File: src/rtl/pq_syn_pkg.sv
// Package: shared constants and the GF(2^8) doubling used by every lane.
// Assumes the field polynomial x^8+x^4+x^3+x^2+1 (low byte 0x1D).
package pq_syn_pkg;

    localparam int          BYTE_W      = 8;
    localparam logic [7:0]  GF_RED_LOW  = 8'h1D;

    // Multiply one byte by 2 in GF(2^8): the sign test gives a full mask.
    function automatic logic [7:0] gf_times2(input logic [7:0] b);
        logic [7:0] mask;
        mask = ($signed(b) < 8'sd0) ? 8'hFF : 8'h00;
        return {b[6:0], 1'b0} ^ (mask & GF_RED_LOW);
    endfunction

endpackage

File: src/rtl/pq_lane.sv
// Module: one byte lane of the syndrome engine.
// Holds the P and Q accumulators for a single byte position, offers the
// next values combinationally, and clears both once the last disk is taken.
// Assumes beats arrive highest data disk first.
module pq_lane
    import pq_syn_pkg::*;
(
    input  logic               clk,
    input  logic               rst_n,
    input  logic               take,
    input  logic               first,
    input  logic               last,
    input  logic [BYTE_W-1:0]  din,
    output logic [BYTE_W-1:0]  p_next,
    output logic [BYTE_W-1:0]  q_next
);

    logic [BYTE_W-1:0] acc_p;
    logic [BYTE_W-1:0] acc_q;

    // Next accumulator values: a first beat seeds, later beats fold in.
    always_comb begin
        if (first) begin
            p_next = din;
            q_next = din;
        end else begin
            p_next = acc_p ^ din;
            q_next = gf_times2(acc_q) ^ din;
        end
    end

    // Accumulator update, returned to zero after the last disk.
    always_ff @(posedge clk) begin
        if (!rst_n) begin
            acc_p <= '0;
            acc_q <= '0;
        end else if (take) begin
            if (last) begin
                acc_p <= '0;
                acc_q <= '0;
            end else begin
                acc_p <= p_next;
                acc_q <= q_next;
            end
        end
    end

    // nothing survives a finished chunk
    a_r5_clear_after_last: assert property (@(posedge clk) disable iff (!rst_n)
        take && last |=> (acc_p == '0) && (acc_q == '0));

    // a first beat replaces both accumulators by its data
    a_r4_first_loads: assert property (@(posedge clk) disable iff (!rst_n)
        take && first && !last |=> (acc_p == $past(din)) && (acc_q == $past(din)));

    // no beat taken means no change
    a_r7_idle_stable: assert property (@(posedge clk) disable iff (!rst_n)
        !take |=> $stable(acc_p) && $stable(acc_q));

endmodule

File: src/rtl/pq_hold.sv
// Module: output register of the syndrome engine.
// Captures the finished P and Q chunks and keeps them until the consumer
// takes them. Assumes the producer never loads while a result is pending.
module pq_hold #(
    parameter int W = 512
) (
    input  logic          clk,
    input  logic          rst_n,
    input  logic          load,
    input  logic [W-1:0]  p_in,
    input  logic [W-1:0]  q_in,
    input  logic          out_ready,
    output logic          out_valid,
    output logic [W-1:0]  out_p,
    output logic [W-1:0]  out_q
);

    // Result capture and release on the output handshake.
    always_ff @(posedge clk) begin
        if (!rst_n) begin
            out_valid <= 1'b0;
            out_p     <= '0;
            out_q     <= '0;
        end else if (load) begin
            out_valid <= 1'b1;
            out_p     <= p_in;
            out_q     <= q_in;
        end else if (out_ready) begin
            out_valid <= 1'b0;
        end
    end

    // a result waits unchanged until taken
    a_r6_hold_stable: assert property (@(posedge clk) disable iff (!rst_n)
        out_valid && !out_ready |=> out_valid && $stable(out_p) && $stable(out_q));

    // the producer never overwrites a pending result
    a_r7_no_overwrite: assert property (@(posedge clk) disable iff (!rst_n)
        out_valid |-> !load);

    // release on the accepting edge
    a_r9_release: assert property (@(posedge clk) disable iff (!rst_n)
        out_valid && out_ready && !load |=> !out_valid);

endmodule

File: src/rtl/pq_syndrome_gen.sv
// Module: dual-parity stripe syndrome engine (top).
// Streams data-disk chunks, highest disk first, through LANES independent
// byte lanes and presents the finished P and Q chunks on a held output.
// Assumes at least two data disks per chunk, marked by in_first/in_last.
module pq_syndrome_gen
    import pq_syn_pkg::*;
#(
    parameter int LANES = 64,
    localparam int W    = LANES * BYTE_W
) (
    input  logic          clk,
    input  logic          rst_n,
    input  logic          in_valid,
    output logic          in_ready,
    input  logic [W-1:0]  in_data,
    input  logic          in_first,
    input  logic          in_last,
    output logic          out_valid,
    input  logic          out_ready,
    output logic [W-1:0]  out_p,
    output logic [W-1:0]  out_q
);

    logic          take;
    logic          finish;
    logic [W-1:0]  p_next;
    logic [W-1:0]  q_next;

    // Input accepted only when no result is waiting.
    assign in_ready = !out_valid;
    assign take     = in_valid && in_ready;
    assign finish   = take && in_last;

    // One lane per byte, all alike.
    for (genvar k = 0; k < LANES; k++) begin : g_lane
        pq_lane u_lane (
            .clk    (clk),
            .rst_n  (rst_n),
            .take   (take),
            .first  (in_first),
            .last   (in_last),
            .din    (in_data[k*BYTE_W +: BYTE_W]),
            .p_next (p_next[k*BYTE_W +: BYTE_W]),
            .q_next (q_next[k*BYTE_W +: BYTE_W])
        );
    end

    pq_hold #(.W(W)) u_hold (
        .clk       (clk),
        .rst_n     (rst_n),
        .load      (finish),
        .p_in      (p_next),
        .q_in      (q_next),
        .out_ready (out_ready),
        .out_valid (out_valid),
        .out_p     (out_p),
        .out_q     (out_q)
    );

    // the result follows the last beat by one edge
    a_r9_result_next: assert property (@(posedge clk) disable iff (!rst_n)
        in_valid && in_ready && in_last |=> out_valid);

    // back-pressure while a result waits
    a_r7_ready_low: assert property (@(posedge clk) disable iff (!rst_n)
        $rose(out_valid) |-> !in_ready);

endmodule

File: config.mk
export PLATFORM = sky130hd
export DESIGN_NAME = pq_syndrome_gen
export DESIGN_NICKNAME = d
export VERILOG_FILES = /design/src/rtl/pq_syn_pkg.sv /design/src/rtl/pq_lane.sv /design/src/rtl/pq_hold.sv /design/src/rtl/pq_syndrome_gen.sv
export SDC_FILE = /design/constraint.sdc
export NUM_CORES = 2
export LEC_CHECK = 0
export BUFFER_PORTS_ARGS = -buffer_cell sky130_fd_sc_hd__buf_2
export CAP_MARGIN = 20
export CORE_AREA = 2 2 605 607
export CTS_CLUSTER_SIZE = 14
export DETAILED_ROUTE_END_ITERATION = 16
export DIE_AREA = 0 0 607 609
export PLACE_DENSITY = 0.42
export SLEW_MARGIN = 0
export SYNTH_ARGS = -nofsm -noshare
export SYNTH_HDL_FRONTEND = slang
export SYNTH_SLANG_ARGS = --single-unit
File: constraint.sdc
create_clock -name clk -period 1.5 [get_ports clk]
set_input_delay 0.15 -clock clk [delete_from_list [all_inputs] [get_ports clk]]
set_output_delay 0.15 -clock clk [all_outputs]
set_load 0.01 [all_outputs]
# After elaboration in Yosys (flattened, before gate mapping)
# Index checks and enable logic that the tools add are counted.
# classes
addsub,0
n_mul,0
div,0
order_cmp,64
eq_ne,0
n_shift,0
mux,322
bitwise,192
reduce_logical,4
# op_table
op,count
8-bit 2-to-1 mux,256
8-bit XOR,128
8-bit by 1-bit < comparator with 1-bit output (second input constant),64
8-bit by 5-bit XOR with 8-bit output,64
5-bit 2-to-1 mux,64
1-bit logical AND,2
1-bit 2-to-1 mux,2
2-bit nonzero test,1
1-bit logical NOT,1
# word_totals
ff_bits,2049
latchBits,0
mem_bits_rw,0
rom_bits,0
input_bits,518
output_inout_bits,1026
wordCells,713
n_memories,0

# Longest topological paths before layout
# depth
depth_word,6
ltp_mapped,8
depth_no_buf,4

# By module
# From an unflattened synthesis, not the netlist that was laid out.
# unflattened
cells_unflattened,10410
area_unflattened_um2,98017.8
# modules_own_cells
mod,instances,cells_per_inst,area_per_inst_um2,seq_area_each_um2
pq_lane,64,111,932.1,320.3
pq_hold,1,3303,38341.8,20519.7
pq_syndrome_gen,1,3,18.8,0.0

# Worst setup path before layout
# OpenSTA, ideal clock, no wires.
# synth_timing
path_type,register -> register
from,register u_hold.out_valid
to,register u_hold.out_q[473]
setup_ns,0.116
arrival_ns,1.439
required_ns,1.384
slack_ns,-0.055
path_stages_with_launch,8
path_buffers,4
period_less_slack_ns,1.555
cell_sequence,dfxtp_1 -> inv_1 -> and3_1 -> buf_4 -> buf_4 -> buf_2 -> buf_2 -> o211a_1
# synth_via
elab_chain_cells,3
# synth_lines
item,line_no,source
start: declaration,pq_hold.sv:13,"output logic out_valid,"
start signal: assignment,pq_hold.sv:21,out_valid <= 1'b0;
start signal: assignment,pq_hold.sv:25,out_valid <= 1'b1;
start signal: assignment,pq_hold.sv:29,out_valid <= 1'b0;
1-bit logical NOT,pq_syndrome_gen.sv:30,assign in_ready = !out_valid;
net in_ready,pq_syndrome_gen.sv:14,"output logic in_ready,"
1-bit logical AND,pq_syndrome_gen.sv:31,assign take = in_valid && in_ready;
1-bit logical AND,pq_syndrome_gen.sv:32,assign finish = take && in_last;
end signal: assignment,pq_hold.sv:27,out_q <= q_in;
end: declaration,pq_hold.sv:15,output logic [W-1:0] out_q
# The timed path passes the listed nets, and every way through them passes these cells.
# A chain may end at the register's enable or synchronous reset.

# Worst setup path in the final report
# layout_timing
from,register u_hold.out_valid
to,register g_lane[40].u_lane.acc_q[7]
# layout_via
elab_chain_cells,2
# layout_lines
item,line_no,source
1-bit logical NOT,pq_syndrome_gen.sv:30,
1-bit logical AND,pq_syndrome_gen.sv:31,
end signal: assignment,pq_lane.sv:43,acc_q <= q_next;
end: declaration,pq_lane.sv:19,logic [BYTE_W-1:0] acc_q;
# No other way between the ends.

==> results.json <==
{
  "power_switching_mw": 43.50,
  "power_density_nw_per_um2": 1109,
  "syn_avg_cell_area_sq_um": 9.029,
  "max_freq_mhz": 557.2,
  "drive_gt1_frac": 0.2350,
  "yosysWarningCount": 0,
  "io_buffers": 1543,
  "syn_nets": 11410,
  "hold_ws_ns": 0.1374,
  "cp.arrival_ns": 2.63,
  "relSlewSlack": 0.4295,
  "final_cell_mix": "dfxtp_1, nand2_1, xnor2_1",
  "hold_class": "in2reg",
  "synth-seq-cells": 2049,
  "cts-root-buf": "clkbuf_16",
  "failed_checks": "negative setup slack",
  "post_drt_wl_per_cell_um": 23.36,
  "syn_inst": 10890,
  "drt-total-wl_um": 430600,
  "drtIter0Drc": 5669,
  "clk_latency_ns": 0.97,
  "reg2regPathDepth": 7,
  "grt_first_pass_wirelength_um": 608800,
  "power.share.switching": 0.2873,
  "end_kind": "register",
  "reg2reg_from": "u_hold.out_valid",
  "cp-start-kind": "register",
  "yosys-top-cells-area": "dfxtp_1, xnor2_1, nand2_1, nor2b_1, o211a_1",
  "drcViolationCount": 0,
  "cts_tree": "done",
  "rsz0062_at_grt": "yes",
  "outcome": "finished with violations",
  "ir_drop_mv": 0.9383,
  "grt_pass1_vias": 86950,
  "power.internal_mw": 107.9,
  "ant_nets": 0,
  "cts_sinks": 2049,
  "period_needed_ns": 1.795,
  "synthesis.area_sq_um": 98350,
  "dpl_cell_area_sq_um": 117200,
  "combPwrFrac": 0.183,
  "die_w_um": 607,
  "dr_total_vias": 88460,
  "fillers": 36800,
  "yosysTopAreaCellShare": 0.4171,
  "grt_antenna_before_repair": 74,
  "tightest_slew_ns": 0.8558,
  "dieArea_sq_um": 369700,
  "yosys.area.top_type": "dfxtp_1",
  "yosysUniqueCellTypes": 25,
  "fp.coreArea_sq_um": 363900,
  "routabilityCongestion": 0.8574,
  "min_from": "in_data[51]",
  "syn_to_final_growth_pct": 38.80,
  "seq_power_share": 0.399,
  "grt_max_degree": 87,
  "track_usage": 0.2194,
  "start_util": 0.2703,
  "crit_fanout": 26,
  "dr.pass1.iters": 6,
  "hold_viol_final": 0,
  "skew_ns": 0.07031,
  "ys_seq_area_frac": 0.4171,
  "tns_ns": -335.37,
  "seq_area_sq_um": 41520,
  "cts.htree.levels": 4,
  "clkTransAtPathRegs_ns": 0.06,
  "post-route-period-util": 1.196,
  "fp.dieH_um": 609,
  "cts_buffers": 244,
  "fin_ws_ns": -0.2946,
  "stdcell_area_sq_um": 136500,
  "finalSetupViolCount": 3002,
  "hpwl_um": 311500,
  "hold_depth": 4,
  "crit_type": "reg2reg",
  "clockPowerShare": 0.418,
  "cts.path.max_buffers": 4,
  "maxCapViolCount": 0,
  "place_ws_ns": -0.3764,
  "num_rows": 222,
  "hold_end": "g_lane[6].u_lane.acc_q[3]",
  "r2r_setup_slack_ns": -0.29,
  "final_common_cell": "dfxtp_1",
  "leakage_nw": 57.77,
  "r2r-end": "g_lane[40].u_lane.acc_q[7]",
  "final_nets": 13900,
  "overflow": 0,
  "multi_input_area_sq_um": 53200,
  "required_ns": 2.33,
  "pin_count": 1544,
  "drv_slew": 0,
  "via_per_inst": 4.798
}
## critical path, stage by stage (launching register included)
cell      delay (ns)
dfxtp_2         0.32
buf_4           0.15
nand2b_4        0.17
buf_4           0.15
buf_12          0.17
buf_16          0.24
o31ai_1         0.26
and2_1          0.16
## cells in the mapped netlist, drive strengths merged
master / count
nor2: 194
and3: 1
mux2i: 232
a22oi: 232
dfxtp: 2049
o21a: 1
buf: 473
o31ai: 88
inv: 1
nand2: 1905
o211a: 600
nor2b: 1066
clkbuf: 401
a21oi: 192
a32o: 512
xnor2: 1728
o21ai: 896
and2: 89
nand2b: 233
## power groups by stage
| stage | combinational [mW] | sequential (mW) | clock (mW) |
|---|---|---|---|
| final | 27.8 | 60.4 | 63.3 |
| after CTS | 27.4 | 60.4 | 65.0 |
| after floorplan | 12.3 | 61.4 | 0 |
| after global routing | 29.8 | 60.7 | 67.0 |
| after detailed placement | 24.5 | 61.5 | 0 |
| after global placement | 24.2 | 61.4 | 0 |
## layout make-up
cell class,instances,share of cell area
flip-flops and latches,2049,0.3042
diodes,35,0.0006416
multi-input cells,7969,0.3897
inverters,1,0.00002750
clock inverters,95,0.009285
well taps,4816,0.04414
clock buffers,355,0.05227
repair buffers,3115,0.1998
## worst max-delay path by stage
stage | start | to | slack [ns] | depth (start not counted)
global placement | in_first | g_lane[26].u_lane.acc_q[5] | -0.37 | 8
detailed placement | in_first | g_lane[26].u_lane.acc_q[5] | -0.38 | 8
finish | u_hold.out_valid | g_lane[40].u_lane.acc_q[7] | -0.29 | 7
floorplan | u_hold.out_valid | u_hold.out_q[473] | 0.005 | 7
CTS | u_hold.out_valid | in_ready | -0.33 | 3
global route | u_hold.out_valid | u_hold.out_q[129] | -0.33 | 9
## logic make-up (layout without fill, tap and decap cells)
group	count (synthesis)	count (layout)	share of synthesized area
and+or+nand+nor	3488	3488	0.1685
AOI/OAI and AO/OA	2521	2521	0.1930
DFF	2049	2049	0.4171
xor gates and xnor gates	1728	1728	0.1539
buffers and inverters	875	3566	0.04389
muxes	232	232	0.02361
other	0	35	0
## timing repair
action,in CTS,in global routing
pin swaps,3,7
hold buffers,517,0
resized for setup,657,111
setup endpoints to repair,2993,3065
setup buffers,46,27
hold endpoints to repair,2048,0
gates cloned,64,30
## stage by stage
stage                     power [mW]  utilization  instances
after floorplan                73.71            -      10890
after global placement         85.62       0.3220      17270
after detailed placement       85.96       0.3220      17270
after CTS                      152.8       0.3715      18350
after global routing           157.5       0.3751      18420
final                          151.4       0.3752      18440
## state kept, by name, indices dropped and copies added (netlist names)
register	cells
g_lane.u_lane.acc_p	512
g_lane.u_lane.acc_q	512
u_hold.out_p	512
u_hold.out_q	512
u_hold.out_valid	1
## layer usage
metal,wire [um],up-vias,track usage,part of all wire
met5,347,-,0,0.00081
met4,20320,54,0.09207,0.047
met3,20370,700,0.03531,0.047
met2,208900,2251,0.3821,0.49
met1,180700,43210,0.2659,0.42
li1,-,42240,-,-
(Power assumes the default switching activity.)
